$ cat src/rtl/pwm_cmp_sched.sv
module pwm_cmp_sched #(
  parameter int CNT_W = 16
) (
  input  logic             clk,
  input  logic             rst_n,
  input  logic [CNT_W-1:0] ref_cnt,
  input  logic             period_end,
  input  logic             wr_en,
  input  logic             wr_sel,
  input  logic [31:0]      wr_data,
  output logic [31:0]      mode_rd,
  output logic             match
);
  localparam int FW = 4;

  logic             sh_cen, act_cen;
  logic [FW-1:0]    sh_ctr, sh_cpr, sh_cupr;
  logic [FW-1:0]    act_ctr, act_cpr, act_cupr;
  logic [CNT_W-1:0] sh_val, act_val;
  logic [FW-1:0]    slot_cnt, rld_cnt;
  logic             hit, hit_q;

  wire slot_wrap = slot_cnt >= act_cpr;
  wire rld_wrap  = rld_cnt >= act_cupr;
  wire reload    = period_end && rld_wrap;

  always_ff @(posedge clk or negedge rst_n) begin
    if (!rst_n) begin
      sh_cen  <= 1'b0;
      sh_ctr  <= '0;
      sh_cpr  <= '0;
      sh_cupr <= '0;
      sh_val  <= '0;
    end else if (wr_en) begin
      if (wr_sel) begin
        sh_val <= wr_data[CNT_W-1:0];
      end else begin
        sh_cen  <= wr_data[0];
        sh_ctr  <= wr_data[7:4];
        sh_cpr  <= wr_data[11:8];
        sh_cupr <= wr_data[19:16];
      end
    end
  end

  always_ff @(posedge clk or negedge rst_n) begin
    if (!rst_n) begin
      act_cen  <= 1'b0;
      act_ctr  <= '0;
      act_cpr  <= '0;
      act_cupr <= '0;
      act_val  <= '0;
    end else if (reload) begin
      act_cen  <= sh_cen;
      act_ctr  <= sh_ctr;
      act_cpr  <= sh_cpr;
      act_cupr <= sh_cupr;
      act_val  <= sh_val;
    end
  end

  always_ff @(posedge clk or negedge rst_n) begin
    if (!rst_n) begin
      slot_cnt <= '0;
      rld_cnt  <= '0;
    end else if (period_end) begin
      slot_cnt <= slot_wrap ? '0 : slot_cnt + 1'b1;
      rld_cnt  <= rld_wrap  ? '0 : rld_cnt + 1'b1;
    end
  end

  assign hit = act_cen && (slot_cnt == act_ctr) && (slot_cnt <= act_cpr)
               && (ref_cnt == act_val);

  always_ff @(posedge clk or negedge rst_n) begin
    if (!rst_n) hit_q <= 1'b0;
    else        hit_q <= hit;
  end

  assign match   = hit && !hit_q;
  assign mode_rd = {8'h00, rld_cnt, sh_cupr, slot_cnt, sh_cpr, sh_ctr, 3'b000, sh_cen};
endmodule


$ cat config.mk
export PLATFORM = sky130hd
export DESIGN_NAME = pwm_cmp_sched
export DESIGN_NICKNAME = d
export VERILOG_FILES = /design/src/rtl/pwm_cmp_sched.sv
export SDC_FILE = /design/constraint.sdc
export NUM_CORES = 1
export LEC_CHECK = 0
export CORE_MARGIN = 4
export CORE_UTILIZATION = 34
export CTS_BUF_LIST = sky130_fd_sc_hd__clkbuf_4 sky130_fd_sc_hd__clkbuf_8 sky130_fd_sc_hd__clkbuf_16
export DETAILED_ROUTE_END_ITERATION = 12
export PLACE_DENSITY = 0.58
export SYNTH_ARGS = -nofsm -noshare
export SYNTH_HDL_FRONTEND = slang
export SYNTH_SLANG_ARGS = --single-unit
$ cat constraint.sdc
create_clock -name clk -period 3.8 [get_ports clk]
set_input_delay 0.95 -clock clk [delete_from_list [all_inputs] [get_ports clk]]
set_output_delay 0.95 -clock clk [all_outputs]
set_load 0.005 [all_outputs]
==> results of run 1 <==
## kinds of logic (layout without fill, tap and decap cells)
| group | Yosys count | after routing |
|---|---|---|
| flops | 67 | 67 |
| mux | 61 | 61 |
| buf+inv | 34 | 100 |
| simple gates | 27 | 27 |
| xor+xnor | 20 | 20 |
| compound gates | 16 | 16 |
| fa+ha+maj | 10 | 10 |
| other cells | 1 | 11 |
## worst max-delay path, stage by stage
cell and delay (ns):
clkdlybuf4s50_1 0.42, xor2_1 0.14, nor4_1 0.33, buf_4 0.18
nand3_1 0.09, nor4_1 0.17, dlygate4sd2_1 0.30
## report_power, final
part           switching, uW  internal, uW
sequential               184           961
clock                    276           319
combinational            428           664
total                    888          1940
## cell usage after synthesis (3+ instances only)
master	instances	area share, %
nand3_1	8	1.3
dfrtp_1	67	53
a21oi_1	4	0.64
inv_1	16	1.9
nand2_1	5	0.60
mux2i_1	3	0.95
buf_2	4	0.64
mux2_2	48	17
o21ai_0	4	0.64
buf_4	12	2.9
nor4_1	5	0.99
xnor2_1	5	1.4
xor2_1	15	4.2
mux2_4	10	4.8
ha_1	10	4.0
## layout make-up
| type | instances | share of cell area [%] |
|---|---|---|
| clock inverters | 6 | 1.60 |
| well taps | 108 | 3.31 |
| multi-input cells | 145 | 32.3 |
| inverters | 16 | 1.47 |
| repair buffers | 68 | 16.8 |
| flip-flops and latches | 67 | 41.1 |
| clock buffers | 10 | 3.38 |
## layer usage
layer / global-route usage, % / up-vias / share of wire (%)
met3: 4.59 / 8 / 5.6
met1: 15.3 / 939 / 45
met5: 0 / - / 0
met2: 18.8 / 49 / 48
li1: - / 934 / -
met4: 4.27 / 0 / 1.5
## registers in the layout, summed over array words and instances (netlist names)
name	cells
act_val	16
hit_q	1
sh_val	16
sh_cen	1
act_cupr	4
act_cen	1
rld_cnt	4
sh_cupr	4
slot_cnt	4
sh_cpr	4
act_cpr	4
sh_ctr	4
act_ctr	4
## what timing repair did
action	in CTS	in global routing
buffers inserted	0	0
setup endpoints to repair	1	0
gates resized for setup	1	0
## how the worst min path moves through the flow
stage                           startpoint                      end  slack (ns)  depth (start not counted)
global placement     sh_val[2]$_DFFE_PN0P_   act_val[2]$_DFFE_PN0P_        0.48                          1
global route        sh_val[15]$_DFFE_PN0P_   sh_val[15]$_DFFE_PN0P_        0.52                          1
finish              sh_val[13]$_DFFE_PN0P_  act_val[13]$_DFFE_PN0P_        0.50                          1
floorplan            sh_val[0]$_DFFE_PN0P_   act_val[0]$_DFFE_PN0P_        0.47                          1
detailed placement   sh_val[4]$_DFFE_PN0P_   act_val[4]$_DFFE_PN0P_        0.49                          1
CTS                  sh_val[5]$_DFFE_PN0P_   act_val[5]$_DFFE_PN0P_        0.51                          1
## stage by stage
stage	cell area [um^2]	worst slack (ns)	total power (uW)	util (%)	std cells
global route	4080	0.0948	3050	46.1	420
detailed placement	3880	-0.0503	2270	43.8	404
finish	4080	0.265	2830	46.1	420
global placement	3880	-0.0446	2250	43.8	404
floorplan	3180	1.10	1920	-	246
CTS	4080	0.240	2880	46.1	420
==> results.sh, run 1 <==
export IMPL_hold_violations=0
export IMPL_cp_required_ns=2.85
export IMPL_grt_use_total_pct=12.0
export IMPL_grt_pass1_vias=1996
export IMPL_cts_sinks=67
export IMPL_dieWidth_um=104
export IMPL_multi_input_area_um2=1320
export IMPL_gr_total_overflow=0
export IMPL_clockRootBuffer="clkbuf_8"
export IMPL_synth_edf_count=0
export IMPL_irDropWorstVdd_mv=0.272
export IMPL_syn_avg_cell_area_um2=13.3
export IMPL_status="complete, no violations"
export IMPL_powerDensity_nw_per_um2=695
export IMPL_h_tree_depth=3
export IMPL_min_period_over_period_pct=93.0
export IMPL_period_minus_slack_ns=3.53
export IMPL_core_um2=8850
export IMPL_slew_limit_headroom_pct=44.0
export IMPL_critical_path_startpoint="ref_cnt[4]"
export IMPL_drcViolationCount=0
export IMPL_io_pins=86
export IMPL_synth_top_family_by_area="multiplexers"
export IMPL_synth_compound_area_share_pct=3.42
export IMPL_rsz0062_at_grt="no"
export IMPL_num_rows=34
export IMPL_setup_tns_ns=0
export IMPL_clkTransAtPathRegs_ns=0.07
export IMPL_clock_latency_ns=0.34
export IMPL_nFillCells=822
export IMPL_synth_xor_area_share_pct=5.57
export IMPL_cts_made_buffers=9
export IMPL_p_leak_uw=0.00177
export IMPL_reg2reg_setup_slack_ns=1.70
export IMPL_regArea_um2=1680
export IMPL_synth_simple_area_share_pct=4.57
export IMPL_worst_slew_pin_slew_ns=0.838
export IMPL_dieArea_um2=10900
export IMPL_crit_arrival_ns=2.58
export IMPL_start_util_pct=35.5
export IMPL_layout_commonest_cell="dfrtp_1"
export IMPL_grt_pass1_wl_um=10200
export IMPL_drt_vias_per_instance=4.60
export IMPL_synth_fa_ha_area_share_pct=3.98
export IMPL_layout_common_cells="67 x dfrtp_1, 60 x clkdlybuf4s50_1, 48 x mux2_2"
export IMPL_holdWs_ns=0.502
export IMPL_fmax_ghz=0.283
export IMPL_num_antenna_cells=0
export IMPL_timing_rr_start="rld_cnt[0]$_DFFE_PN0P_"
export IMPL_antenna_found_initial=0
export IMPL_setup_worst_path_end="match"
export IMPL_routed_wirelength_um=6140
export IMPL_seq_area_frac_synth_pct=53.3
export IMPL_holdBufCountCts=0
export IMPL_syn2layout_area_growth_pct=29.6
export IMPL_ys_warnings_count=0
export IMPL_clock_path_buffers=2
export IMPL_skew_ns=0.00782
export IMPL_dpl_hpwl_um=4480
export IMPL_drv_slew=0
export IMPL_cts_tree="yes"
export IMPL_drive_gt1_share_pct=26.6
export IMPL_io_buffers=62
export IMPL_hold_path_class="flop to flop"
export IMPL_die_h_um=104
export IMPL_ant_nets=0
export IMPL_critPathLaunchType="input port"
export IMPL_ys_types=30
export IMPL_r2r_cells=7
export IMPL_syn_area_um2=3150
export IMPL_reg2reg_to="act_val[5]$_DFFE_PN0P_"
export IMPL_final_nets=370
export IMPL_setup_viol=0
export IMPL_path_max_fanout=2
export IMPL_maxCapViolCount=0
export IMPL_synthArstFlopShare_pct=100
export IMPL_path_class="input port to output pin"
export IMPL_synth_seq_cells=67
export IMPL_drt_initial_drc_count=49
export IMPL_gp_congestion=0.740
export IMPL_crit_path_end_kind="output pin"
export IMPL_firstDrtPassIters=4
export IMPL_dr_total_vias=1930
export IMPL_synth_ff_type="dfrtp_1"
export IMPL_synthMuxAreaShare_pct=22.9
export IMPL_wl_per_cell_um=14.6
export IMPL_grt_max_degree=38
export IMPL_synth_cells=236
Note: power is estimated with default switching activity, not from simulation.
==> run 2, diff against run 1 <==
CELL_PAD_IN_SITES_DETAIL_PLACEMENT = 0   (was unset)
CELL_PAD_IN_SITES_GLOBAL_PLACEMENT = 2   (was unset)
PLACE_DENSITY = unset   (was 0.58)
PLACE_DENSITY_LB_ADDON = 0.1   (was unset)
==> results.sh, run 2 (synthesized netlist as in run 1, its figures left out) <==
export IMPL_final_nets=371
export IMPL_drive_gt1_share_pct=27.5
export IMPL_dieArea_um2=10900
export IMPL_drcViolationCount=0
export IMPL_p_leak_uw=0.00179
export IMPL_nFillCells=840
export IMPL_die_h_um=104
export IMPL_clock_path_buffers=2
export IMPL_critical_path_slowest_cell="clkdlybuf4s50_1"
export IMPL_setup_viol=0
export IMPL_io_buffers=62
export IMPL_fmax_ghz=0.287
export IMPL_core_um2=8850
export IMPL_grt_use_total_pct=12.6
export IMPL_routed_wirelength_um=6460
export IMPL_path_class="input port to output pin"
export IMPL_r2r_cells=7
export IMPL_worst_slew_pin_slew_ns=0.794
export IMPL_gp_congestion=0.721
export IMPL_clock_latency_ns=0.34
export IMPL_firstDrtPassIters=3
export IMPL_power_frac_comb_pct=37.5
export IMPL_dr_total_vias=1940
export IMPL_hold_violations=0
export IMPL_final_util_pct=46.2
export IMPL_gr_total_overflow=0
export IMPL_irDropWorstVdd_mv=0.233
export IMPL_start_util_pct=35.5
export IMPL_drt_initial_drc_count=23
export IMPL_grt_pass1_wl_um=10700
export IMPL_syn2layout_area_growth_pct=29.9
export IMPL_power_net_switching_uw=901
export IMPL_crit_path_end_kind="output pin"
export IMPL_ant_nets=0
export IMPL_clkTransAtPathRegs_ns=0.08
export IMPL_antenna_found_initial=0
export IMPL_cts_made_buffers=9
export IMPL_min_period_over_period_pct=91.7
export IMPL_swShare_pct=31.2
export IMPL_powerDensity_nw_per_um2=707
export IMPL_clockRootBuffer="clkbuf_8"
export IMPL_grt_max_degree=41
export IMPL_dieWidth_um=104
export IMPL_clkPwrFrac_pct=22.5
export IMPL_layout_commonest_cell="dfrtp_1"
export IMPL_grt_pass1_vias=2081
export IMPL_final_instance_count_excl_fill=421
export IMPL_critPathLaunchType="input port"
export IMPL_largest_registers="act_val: 16 flops, sh_val: 16 flops"
export IMPL_status="complete, no violations"
export IMPL_period_minus_slack_ns=3.49
export IMPL_slew_limit_headroom_pct=47.0
export IMPL_p_int_uw=1990
export IMPL_hold_path_class="input port to asynchronous set/reset pin"
export IMPL_maxCapViolCount=0
export IMPL_dp_cells=404
export IMPL_path_max_fanout=2
export IMPL_skew_ns=0.0112
export IMPL_num_antenna_cells=0
export IMPL_cts_tree="yes"
export IMPL_pwr_share_seq_pct=40.0
export IMPL_rsz0062_at_grt="no"
export IMPL_h_tree_depth=3
export IMPL_crit_arrival_ns=2.54
export IMPL_drt_vias_per_instance=4.61
export IMPL_io_pins=86
export IMPL_cts_sinks=67
export IMPL_max_stage_delay_ns=0.42
export IMPL_num_rows=34
export IMPL_drv_slew=0
export IMPL_layout_common_cells="67 x dfrtp_1, 60 x clkdlybuf4s50_1, 48 x mux2_2"
export IMPL_cp_required_ns=2.85
export IMPL_crit_chain="clkdlybuf4s50_1, xor2_1, nor4_1, nand3_1, nor4_2, dlygate4sd2_1"
export IMPL_wl_per_cell_um=15.3
export IMPL_holdBufCountCts=0
export IMPL_dpl_hpwl_um=4570
[run 2: cell types whose count changed in the layout (fill, tap and decap cells not counted)]
| cell | before | now |
|---|---|---|
| buf_4 | 4 | 7 |
| clkinvlp_4 | 4 | 1 |
| buf_12 | 2 | 0 |
| clkbuf_4 | 0 | 2 |
| nor4_1 | 5 | 3 |
| nor4_2 | 0 | 2 |
| bufinv_16 | 1 | 2 |
| clkbuf_8 | 10 | 9 |
| clkinv_2 | 1 | 2 |
[run 2: final timing paths]
path | from | end | slack [ns]
setup / recovery | ref_cnt[7] | match | 0.31
hold / removal | rst_n | act_cupr[2]$_DFFE_PN0P_ | 0.45
setup reg to reg | rld_cnt[0]$_DFFE_PN0P_ | act_val[1]$_DFFE_PN0P_ | 1.71
hold reg to reg | sh_val[3]$_DFFE_PN0P_ | act_val[3]$_DFFE_PN0P_ | 0.50
max in group asynchronous | rst_n | act_val[5]$_DFFE_PN0P_ | 2.56
min in group clk | sh_val[3]$_DFFE_PN0P_ | act_val[3]$_DFFE_PN0P_ | 0.50
[run 2: layout make-up]
type	count	area, um^2	share of cell area, %
flip-flops and latches	67	1680	41.0
well taps	108	135	3.31
clock inverters	5	77.6	1.90
clock buffers	11	139	3.40
repair buffers	69	667	16.3
multi-input cells	145	1330	32.6
inverters	16	60.1	1.47
[run 2: power by group through the flow]
stage | Combinational, uW | Clock [uW] | Sequential [uW]
4_1_cts | 1110 | 676 | 1160
6_report | 1080 | 650 | 1160
2_1_floorplan | 800 | 0 | 1120
3_5_place_dp | 1090 | 0 | 1180
5_1_grt | 1210 | 713 | 1190
3_3_place_gp | 1080 | 0 | 1170
[run 2: layer usage]
layer	vias to the layer above	wire length (um)	GRT usage (%)
li1	935	-	-
met1	953	2970	16.1
met2	44	3140	20.3
met3	8	263	3.29
met4	0	85	5.13
met5	-	0	0
[run 2: through the flow]
step           area [um^2]  setup TNS (ns)  total power (uW)  setup slack (ns)  hold slack [ns]
2_1_floorplan         3180               0              1920              1.10            0.474
3_5_place_dp          3850          -0.164              2270            -0.164            0.489
4_1_cts               4090               0              2950             0.267            0.447
5_1_grt               4090               0              3120             0.210            0.443
3_3_place_gp          3850          -0.134              2250            -0.134            0.482
6_report              4090               0              2890             0.315            0.454
[run 2: critical path, delay by kind of cell]
family,cells,cell delay [ns]
xor gates and xnor gates,1,0.14
buffers and inverters,2,0.69
and+or+nand+nor,3,0.75
[run 2: repair_timing]
action | in CTS | in global routing
setup buffers | 1 | 0
gates resized for setup | 3 | 0
setup endpoints to repair | 1 | 0
